==> src/rtl/ipi_pkg.sv <==
package ipi_pkg;
  typedef enum logic [1:0] {
    BOOT_HELD = 2'd0,
    BOOT_WAIT = 2'd1,
    BOOT_RUN  = 2'd2
  } boot_t;

  localparam logic [2:0] DM_FIXED = 3'b000;
  localparam logic [2:0] DM_NMI   = 3'b100;
  localparam logic [2:0] DM_INIT  = 3'b101;
  localparam logic [2:0] DM_START = 3'b110;

  localparam logic [1:0] SH_DEST     = 2'b00;
  localparam logic [1:0] SH_SELF     = 2'b01;
  localparam logic [1:0] SH_ALL      = 2'b10;
  localparam logic [1:0] SH_ALL_XSELF = 2'b11;

  localparam int ADDR_W = 20;

  function automatic logic [7:0] f_vector(input logic [63:0] c);
    return c[7:0];
  endfunction

  function automatic logic [2:0] f_mode(input logic [63:0] c);
    return c[10:8];
  endfunction

  function automatic logic f_level(input logic [63:0] c);
    return c[14];
  endfunction

  function automatic logic [1:0] f_short(input logic [63:0] c);
    return c[19:18];
  endfunction

  // destination ID: top byte in narrow mode, top word in extended mode
  function automatic logic [31:0] f_dest(input logic [63:0] c, input logic ext);
    return ext ? c[63:32] : {24'd0, c[63:56]};
  endfunction

  function automatic logic [ADDR_W-1:0] f_start_addr(input logic [7:0] v);
    return {v, 12'h000};
  endfunction
endpackage

==> src/rtl/ipi_cmd_capture.sv <==
module ipi_cmd_capture (
  input  logic        clk_i,
  input  logic        rst_ni,
  input  logic        ext_mode_i,
  input  logic        wr_hi_i,
  input  logic        wr_lo_i,
  input  logic [31:0] wr_data_i,
  input  logic        wr_wide_i,
  input  logic [63:0] wide_data_i,
  output logic        send_o,
  output logic [63:0] cmd_o
);
  logic [31:0] hi_q;

  always_ff @(posedge clk_i) begin
    if (!rst_ni)                    hi_q <= '0;
    else if (!ext_mode_i && wr_hi_i) hi_q <= wr_data_i;
  end

  always_comb begin
    if (ext_mode_i) begin
      send_o = wr_wide_i;
      cmd_o  = wide_data_i;
    end else begin
      send_o = wr_lo_i;
      cmd_o  = {hi_q, wr_data_i};
    end
  end

  // extended-mode traffic never disturbs the stored high half
  p_hi_kept_in_ext_r3: assert property (@(posedge clk_i) disable iff (!rst_ni)
    ext_mode_i |=> $stable(hi_q));
endmodule

==> src/rtl/ipi_fanout.sv <==
module ipi_fanout #(
  parameter int NCPU = 8,
  localparam int ID_W = (NCPU > 1) ? $clog2(NCPU) : 1
) (
  input  logic            clk_i,
  input  logic            rst_ni,
  input  logic [1:0]      short_i,
  input  logic [31:0]     dest_i,
  input  logic [ID_W-1:0] local_id_i,
  input  logic [NCPU-1:0] active_i,
  output logic [NCPU-1:0] tgt_o
);
  import ipi_pkg::*;

  logic [NCPU-1:0] self_mask;
  logic [NCPU-1:0] dest_mask;

  for (genvar i = 0; i < NCPU; i++) begin : g_bit
    assign self_mask[i] = (local_id_i == ID_W'(i));
    assign dest_mask[i] = (dest_i == 32'(i));
  end

  always_comb begin
    unique case (short_i)
      SH_DEST:  tgt_o = dest_mask;
      SH_SELF:  tgt_o = self_mask;
      SH_ALL:   tgt_o = active_i;
      default:  tgt_o = active_i & ~self_mask;
    endcase
  end

  // excluding shorthand never names the issuer
  p_xself_excludes_issuer_r5: assert property (@(posedge clk_i) disable iff (!rst_ni)
    (short_i == SH_ALL_XSELF) |-> ((tgt_o & self_mask) == '0));
  // out-of-range explicit destination yields no target
  p_far_dest_empty_r12: assert property (@(posedge clk_i) disable iff (!rst_ni)
    (short_i == SH_DEST && dest_i >= 32'(NCPU)) |-> (tgt_o == '0));
endmodule

==> src/rtl/ipi_boot_seq.sv <==
module ipi_boot_seq #(
  parameter int NCPU = 8,
  localparam int ID_W = (NCPU > 1) ? $clog2(NCPU) : 1
) (
  input  logic            clk_i,
  input  logic            rst_ni,
  input  logic [ID_W-1:0] sel_i,
  input  logic            init_hit_i,
  input  logic            start_hit_i,
  output ipi_pkg::boot_t  sel_state_o
);
  import ipi_pkg::*;

  boot_t st_q [NCPU];

  for (genvar i = 0; i < NCPU; i++) begin : g_cpu
    localparam boot_t RST_ST = (i == 0) ? BOOT_RUN : BOOT_HELD;
    logic picked;
    assign picked = (sel_i == ID_W'(i));

    always_ff @(posedge clk_i) begin
      if (!rst_ni) st_q[i] <= RST_ST;
      else if (picked && init_hit_i && st_q[i] == BOOT_HELD) st_q[i] <= BOOT_WAIT;
      else if (picked && start_hit_i && st_q[i] == BOOT_WAIT) st_q[i] <= BOOT_RUN;
    end

    // a running processor stays running
    p_run_sticky_r9: assert property (@(posedge clk_i) disable iff (!rst_ni)
      (st_q[i] == BOOT_RUN) |=> (st_q[i] == BOOT_RUN));
    // waiting is only entered through an accepted INIT
    p_wait_via_init_r8: assert property (@(posedge clk_i) disable iff (!rst_ni)
      (st_q[i] == BOOT_HELD) |=> (st_q[i] != BOOT_RUN));
  end

  always_comb begin
    sel_state_o = BOOT_HELD;
    for (int k = 0; k < NCPU; k++)
      if (sel_i == ID_W'(k)) sel_state_o = st_q[k];
  end
endmodule

==> src/rtl/ipi_dispatch.sv <==
module ipi_dispatch #(
  parameter int NCPU = 8,
  localparam int ID_W = (NCPU > 1) ? $clog2(NCPU) : 1
) (
  input  logic            clk_i,
  input  logic            rst_ni,
  input  logic            ext_mode_i,
  input  logic [ID_W-1:0] local_id_i,
  input  logic [NCPU-1:0] active_i,
  input  logic            wr_hi_i,
  input  logic            wr_lo_i,
  input  logic [31:0]     wr_data_i,
  input  logic            wr_wide_i,
  input  logic [63:0]     wide_data_i,
  output logic            fix_valid_o,
  output logic [7:0]      fix_vector_o,
  output logic [NCPU-1:0] fix_mask_o,
  output logic            nmi_valid_o,
  output logic [NCPU-1:0] nmi_mask_o,
  output logic            start_valid_o,
  output logic [ID_W-1:0] start_id_o,
  output logic [19:0]     start_addr_o,
  output logic            unhandled_o
);
  import ipi_pkg::*;

  logic            send;
  logic [63:0]     cmd;
  logic [31:0]     dest;
  logic [2:0]      mode;
  logic [NCPU-1:0] tgt;
  logic            dest_ok;
  logic [ID_W-1:0] sel_id;
  boot_t           sel_state;

  // named events, visible to the assertions
  logic ev_fixed, ev_nmi, ev_init_hit, ev_start_hit, ev_init_drop, ev_unhandled;

  ipi_cmd_capture u_cap (
    .clk_i, .rst_ni, .ext_mode_i, .wr_hi_i, .wr_lo_i, .wr_data_i,
    .wr_wide_i, .wide_data_i, .send_o(send), .cmd_o(cmd)
  );

  assign dest = f_dest(cmd, ext_mode_i);
  assign mode = f_mode(cmd);

  ipi_fanout #(.NCPU(NCPU)) u_fan (
    .clk_i, .rst_ni, .short_i(f_short(cmd)), .dest_i(dest),
    .local_id_i, .active_i, .tgt_o(tgt)
  );

  assign dest_ok = (local_id_i == '0) && (dest != 32'd0) && (dest < 32'(NCPU));
  assign sel_id  = dest[ID_W-1:0];

  ipi_boot_seq #(.NCPU(NCPU)) u_boot (
    .clk_i, .rst_ni, .sel_i(sel_id), .init_hit_i(ev_init_hit),
    .start_hit_i(ev_start_hit), .sel_state_o(sel_state)
  );

  always_comb begin
    ev_fixed     = send && (mode == DM_FIXED);
    ev_nmi       = send && (mode == DM_NMI);
    ev_init_drop = send && (mode == DM_INIT) && !f_level(cmd);
    ev_init_hit  = send && (mode == DM_INIT) && f_level(cmd) && dest_ok;
    ev_start_hit = send && (mode == DM_START) && dest_ok && (sel_state == BOOT_WAIT);
    ev_unhandled = send && !ev_fixed && !ev_nmi && !ev_init_drop && !ev_init_hit
                   && !((mode == DM_START) && dest_ok);
  end

  always_ff @(posedge clk_i) begin
    if (!rst_ni) begin
      fix_valid_o   <= 1'b0;
      fix_vector_o  <= '0;
      fix_mask_o    <= '0;
      nmi_valid_o   <= 1'b0;
      nmi_mask_o    <= '0;
      start_valid_o <= 1'b0;
      start_id_o    <= '0;
      start_addr_o  <= '0;
      unhandled_o   <= 1'b0;
    end else begin
      fix_valid_o   <= ev_fixed;
      fix_vector_o  <= ev_fixed ? f_vector(cmd) : '0;
      fix_mask_o    <= ev_fixed ? tgt : '0;
      nmi_valid_o   <= ev_nmi;
      nmi_mask_o    <= ev_nmi ? tgt : '0;
      start_valid_o <= ev_start_hit;
      start_id_o    <= ev_start_hit ? sel_id : '0;
      start_addr_o  <= ev_start_hit ? f_start_addr(f_vector(cmd)) : '0;
      unhandled_o   <= ev_unhandled;
    end
  end

  // one result kind at a time
  p_single_result_r11: assert property (@(posedge clk_i) disable iff (!rst_ni)
    $onehot0({fix_valid_o, nmi_valid_o, start_valid_o, unhandled_o}));
  // results follow a sending write by one cycle
  p_result_needs_send_r2: assert property (@(posedge clk_i) disable iff (!rst_ni)
    (fix_valid_o || nmi_valid_o || start_valid_o || unhandled_o)
      |-> $past(wr_lo_i || wr_wide_i));
  // processor 0 is never the target of a startup
  p_start_not_bsp_r9: assert property (@(posedge clk_i) disable iff (!rst_ni)
    start_valid_o |-> (start_id_o != '0));
  // a dropped INIT leaves every output quiet next cycle
  p_init_drop_quiet_r7: assert property (@(posedge clk_i) disable iff (!rst_ni)
    ev_init_drop |=> !(fix_valid_o || nmi_valid_o || start_valid_o || unhandled_o));
endmodule

==> config.mk <==
export PLATFORM = sky130hd
export DESIGN_NAME = ipi_dispatch
export DESIGN_NICKNAME = d
export VERILOG_FILES = /design/src/rtl/ipi_pkg.sv /design/src/rtl/ipi_cmd_capture.sv /design/src/rtl/ipi_fanout.sv /design/src/rtl/ipi_boot_seq.sv /design/src/rtl/ipi_dispatch.sv
export SDC_FILE = /design/constraint.sdc
export NUM_CORES = 1
export LEC_CHECK = 0
export BUFFER_PORTS_ARGS = -buffer_cell sky130_fd_sc_hd__clkbuf_2
export CORE_AREA = 2 2 83 105
export DETAILED_ROUTE_END_ITERATION = 10
export DIE_AREA = 0 0 85 107
export GPL_TIMING_DRIVEN = 1
export MAX_ROUTING_LAYER = met4
export PLACE_DENSITY = 0.73
export SLEW_MARGIN = 10
export SYNTH_ARGS = -nofsm -noshare
export SYNTH_HDL_FRONTEND = slang
export SYNTH_SLANG_ARGS = --single-unit
==> constraint.sdc <==
create_clock -name clk_i -period 1.96 [get_ports clk_i]
set_input_delay 0 -clock clk_i [delete_from_list [all_inputs] [get_ports clk_i]]
set_output_delay 0 -clock clk_i [all_outputs]
set_load 0.05 [all_outputs]
# == Word-level counts from Yosys, hierarchy flattened ==
# Memories as Yosys holds them, arrays and structs flattened.
# Index checks and enable logic that the tools add are counted.
# word_totals
wordCells,225
memories,1
ramBits,16
register_bits,83
out_inout_bits,51
input_bits,113
# op_classes
n_bitwise,18
order_cmp,1
n_mux,85
eq_ne,35
reduce_logical,74
# mem_list
name,depth,width,rd,rd_ports_with_merged_regs,write_ports,line_no,source
u_boot.st_q,8,2,8,0,8,ipi_boot_seq.sv:14,boot_t st_q [NCPU];
# ops
op,n
equality test 32 x 3 -> 1 bit (second input constant),4
equality test 32 x 2 -> 1 bit (second input constant),2
2-to-1 mux 64 bit,1
2-to-1 mux 1 bit,58
logical AND 1 bit,50
2-to-1 mux 2 bit,24
equality test 3 bit (second input constant),11
equality test 32 x 1 -> 1 bit (second input constant),1
logical NOT 32 bit,1
less-than comparator 32 x 4 -> 1 bit (second input constant),1
2-to-1 mux 32 bit,1
nonzero test 32 bit,1
case mux 8 bit (3 select lines),1
equality test 2 x 1 -> 1 bit (second input constant),10
logical NOT 2 bit,9
bitwise OR 1 bit,16
equality test 3 x 2 -> 1 bit (second input constant),4
logical NOT 3 bit,3
AND 8 bit,1
inverter 8 bit,1
logical NOT 1 bit,7
equality test 3 x 1 -> 1 bit (second input constant),2
AND reduction 2 bit,3
equality test 2 bit (second input constant),1

# == Depth between registers and ports, before layout ==
# logic_depth
ltp_word,20
ltp_mapped,9

# == Modules after synthesis ==
# From an unflattened synthesis, not the netlist that was laid out.
# hier_totals
hier_cells,519
area_unflattened_um2,5255.0
# by_module_without_submodules
module,instances,area_each_um2,cells_per_inst
ipi_cmd_capture,1,2273.4,212
ipi_dispatch,1,1606.5,157
ipi_boot_seq,1,954.7,86
ipi_fanout,1,420.4,64

# == Worst setup path before layout ==
# OpenSTA, ideal clock, no wires.
# synth_timing
path_type,flip-flop to flip-flop
from,register u_cap.hi_q[31]
to,memory u_boot.st_q[1][2] (netlist name) (enable)
synth_period_minus_slack_ns,1.963
stages_incl_launch_ff,5
n_path_buf,0
setup_ns,0.326
required_time_ns,1.634
arrival_time_ns,1.636
slack_ns,-0.003
cell_sequence,dfxtp_1 > or4_4 > o32ai_4 > nand3_1 > o221ai_1
# synth_rtl
element,line_no,source
"start, declared",ipi_cmd_capture.sv:13,logic [31:0] hi_q;
"start signal, assigned",ipi_cmd_capture.sv:17,else if (!ext_mode_i && wr_hi_i) hi_q <= wr_data_i;
"end, declared",ipi_boot_seq.sv:14,

==> results.ini <==
[placed_design]
dp_hpwl_um=6260
preCtsSetupSlack_ns=-0.101
place_area_um2=3940
numPortBuffers=123
routabilityCongestion=0.870

[clocking]
cts.sinks=63
cts_buffers=9
htree_levels=3
clk_pin_slew_ns=0.07
clock_latency_ns=0.35
cts_tree=yes
clk_root_buffer_cell=clkbuf_8
cts_max_path_buffers=2

[timing]
report.final.setup_viol=12
hold_viol_final=1
clock.fmax_mhz=498
holdWs_ns=-0.0161
skew_ns=0.00890
finalCritPeriodShare=1.02
setup_ws_ns=-0.0473
tns_ns=-0.430
slew_violations=0
max_slew_margin=0.518
rsz0062_at_grt=yes
min_period_ns=2.01
tightest_slew_ns=0.718

[critical_path]
crit_arrival_ns=2.05
start_kind=flip-flop
path_class=reg -> reg
required_ns=2.00
critPathCaptureType=flip-flop
crit_fanout=6

[power]
power_leakage_nw=1.94
design_power_total_mw=3.11
pwr_density_cell_nw_per_um2=676
irDropWorstVdd_v=0.000479

[drt]
ant_nets=0
drt_iter0_drc=184
drt_wl_total_um=8990
viasPerCell=5.19
avgRoutedWirePerCell_um=15.2
drc=0
drt_first_pass_iters=4
vias=3074

[synth]
synthCells=323
ys_warn_count=0
synth_xor_area_frac=0
synthSimpleGateAreaFrac=0.271
synth.distinct_cells=55
synth_flop_cell=dfxtp_1
ys_ff_latch=63
synth_compound_area_frac=0.111
ys_seq_area_frac=0.449
synth_top_family_by_area=simple AND/OR/NAND/NOR gates
synthMuxAreaShare=0.0936
synthesis.area_um2=3170
avgSynthCellArea_um2=9.81
synth-adder-area-share=0
synth_edf_count=16
ys_async_sr_fraction=0

[global_route]
grt_max_degree=21
grt-ovfl-total=0
grt_use_total=0.195
grt_pass1_wl_um=13600
antenna_found_initial=0
grt_pass1_vias=2908

[die]
io_pins=164
die_h_um=107
die-width_um=85
die_area_um2=9100
core_area_um2=8100
initial_core_util=0.391
rows=37

[status]
violations=negative hold slack, negative setup slack
status=finished with violations

[cells_and_area]
fin_nets=603
synthToLayoutAreaGrowth_pct=44.9
drive_above_1_share=0.428
fin_area_um2=4590
n_antenna_cell=0

[min_path]
hold_class=in -> reg

[flow_run]
maxCapViolations=0

path summary, 6_finish.rpt:
kind	start	depth (start not counted)	to	slack, ns
worst max-delay path	u_cap.hi_q[31]	5	u_boot.st_q[1][5]	-0.05
worst min-delay path	wr_data_i[7]	3	start_addr_o[19]	-0.02
worst min register to register	u_cap.hi_q[29]	2	u_cap.hi_q[29]	0.46
worst max register to register	u_cap.hi_q[31]	5	u_boot.st_q[1][5]	-0.05
power by group:
part / switching (mW) / total [mW] / internal [mW]
sequential: 0.0169 / 1.38 / 1.36
clock: 0.531 / 1.14 / 0.609
combinational: 0.342 / 0.589 / 0.247
total: 0.890 / 3.11 / 2.22
Yosys cell counts (3+ instances only):
library cell | instances | share of area
dfxtp_1 | 47 | 0.30
nor2_1 | 38 | 0.045
nand2_1 | 30 | 0.036
mux2i_1 | 18 | 0.057
edfxtp_1 | 16 | 0.15
nor3_1 | 14 | 0.022
a21oi_1 | 13 | 0.021
buf_4 | 12 | 0.028
nor3_2 | 11 | 0.035
nor4_1 | 11 | 0.022
inv_1 | 10 | 0.012
a31oi_1 | 8 | 0.016
clkbuf_1 | 8 | 0.0095
nand2b_1 | 6 | 0.012
nand4_1 | 6 | 0.012
nor2b_1 | 6 | 0.012
o221ai_1 | 6 | 0.017
mux2_2 | 5 | 0.018
nand3_1 | 5 | 0.0079
buf_6 | 4 | 0.014
or4_1 | 4 | 0.0095
and3b_1 | 3 | 0.0083
sequential cells by signal, indices dropped and copies added (netlist names):
signal,count
start_addr_o,8
fix_mask_o,8
unhandled_o,1
nmi_mask_o,8
fix_valid_o,1
start_id_o,3
fix_vector_o,8
u_boot.st_q,16
nmi_valid_o,1
u_cap.hi_q,8
start_valid_o,1
kinds of logic (layout without fill, tap and decap cells):
logic type | after synthesis | count (layout)
simple gates | 149 | 149
flops | 63 | 63
compound gates | 45 | 45
mux | 26 | 26
other cells | 2 | 14
buf+inv | 38 | 198
metal layers:
metal,global-route usage,vias to the layer above,routed length [um]
li1,-,1490,-
met1,0.200,1462,3410
met2,0.363,94,4980
met3,0.0223,28,326
met4,0.0952,0,277
met5,-,-,0
per-stage QoR:
step	std cells	utilization
after floorplan	335	-
after global placement	548	0.486
after detailed placement	548	0.486
after CTS	589	0.552
after global routing	592	0.567
final	592	0.567
placed cells by master (no fill, tap or decap), drive strengths merged, types with 2 or more instances in the layout:
master / synthesis / layout
nor4: 12 / 12
nor2b: 6 / 6
and3b: 3 / 3
o221ai: 6 / 6
and3: 2 / 2
inv: 10 / 11
buf: 20 / 26
o32ai: 3 / 3
edfxtp: 16 / 16
o21ai: 3 / 3
mux2: 6 / 6
mux2i: 20 / 20
nor4b: 3 / 3
nand4: 7 / 7
o311ai: 2 / 2
dlygate4sd3: 0 / 23
conb: 2 / 14
nor2: 38 / 38
dfxtp: 47 / 47
clkbuf: 8 / 136
nand3: 5 / 5
nand2b: 6 / 6
a21oi: 13 / 13
o2111ai: 2 / 2
nand2: 30 / 30
a31oi: 8 / 8
o41ai: 2 / 2
or4: 5 / 5
nor3b: 2 / 2
nor3: 25 / 25
cell type report:
class                   count  area (um^2)
fillers                   670         3510
multi-input cells         234         1730
clock buffers              13          180
flip-flops and latches     63         1430
well taps                  97          121
repair buffers            172         1080
inverters                  10         37.5
clock inverters             3         22.5
timing repair:
item,in CTS,in global routing
hold buffers,23,0
hold endpoints to repair,21,0
cloned,0,0
pin swaps,8,6
endpoints found under the setup margin,35,39
buffers inserted,3,3
resized for setup,18,16
critical path, stage by stage (launching register included):
cell and delay (ns):
dfxtp_2 0.32, or4_4 0.54, o32ai_4 0.24, buf_6 0.17, nand3_4 0.18, o221ai_2 0.26
(Power assumes the default switching activity.)
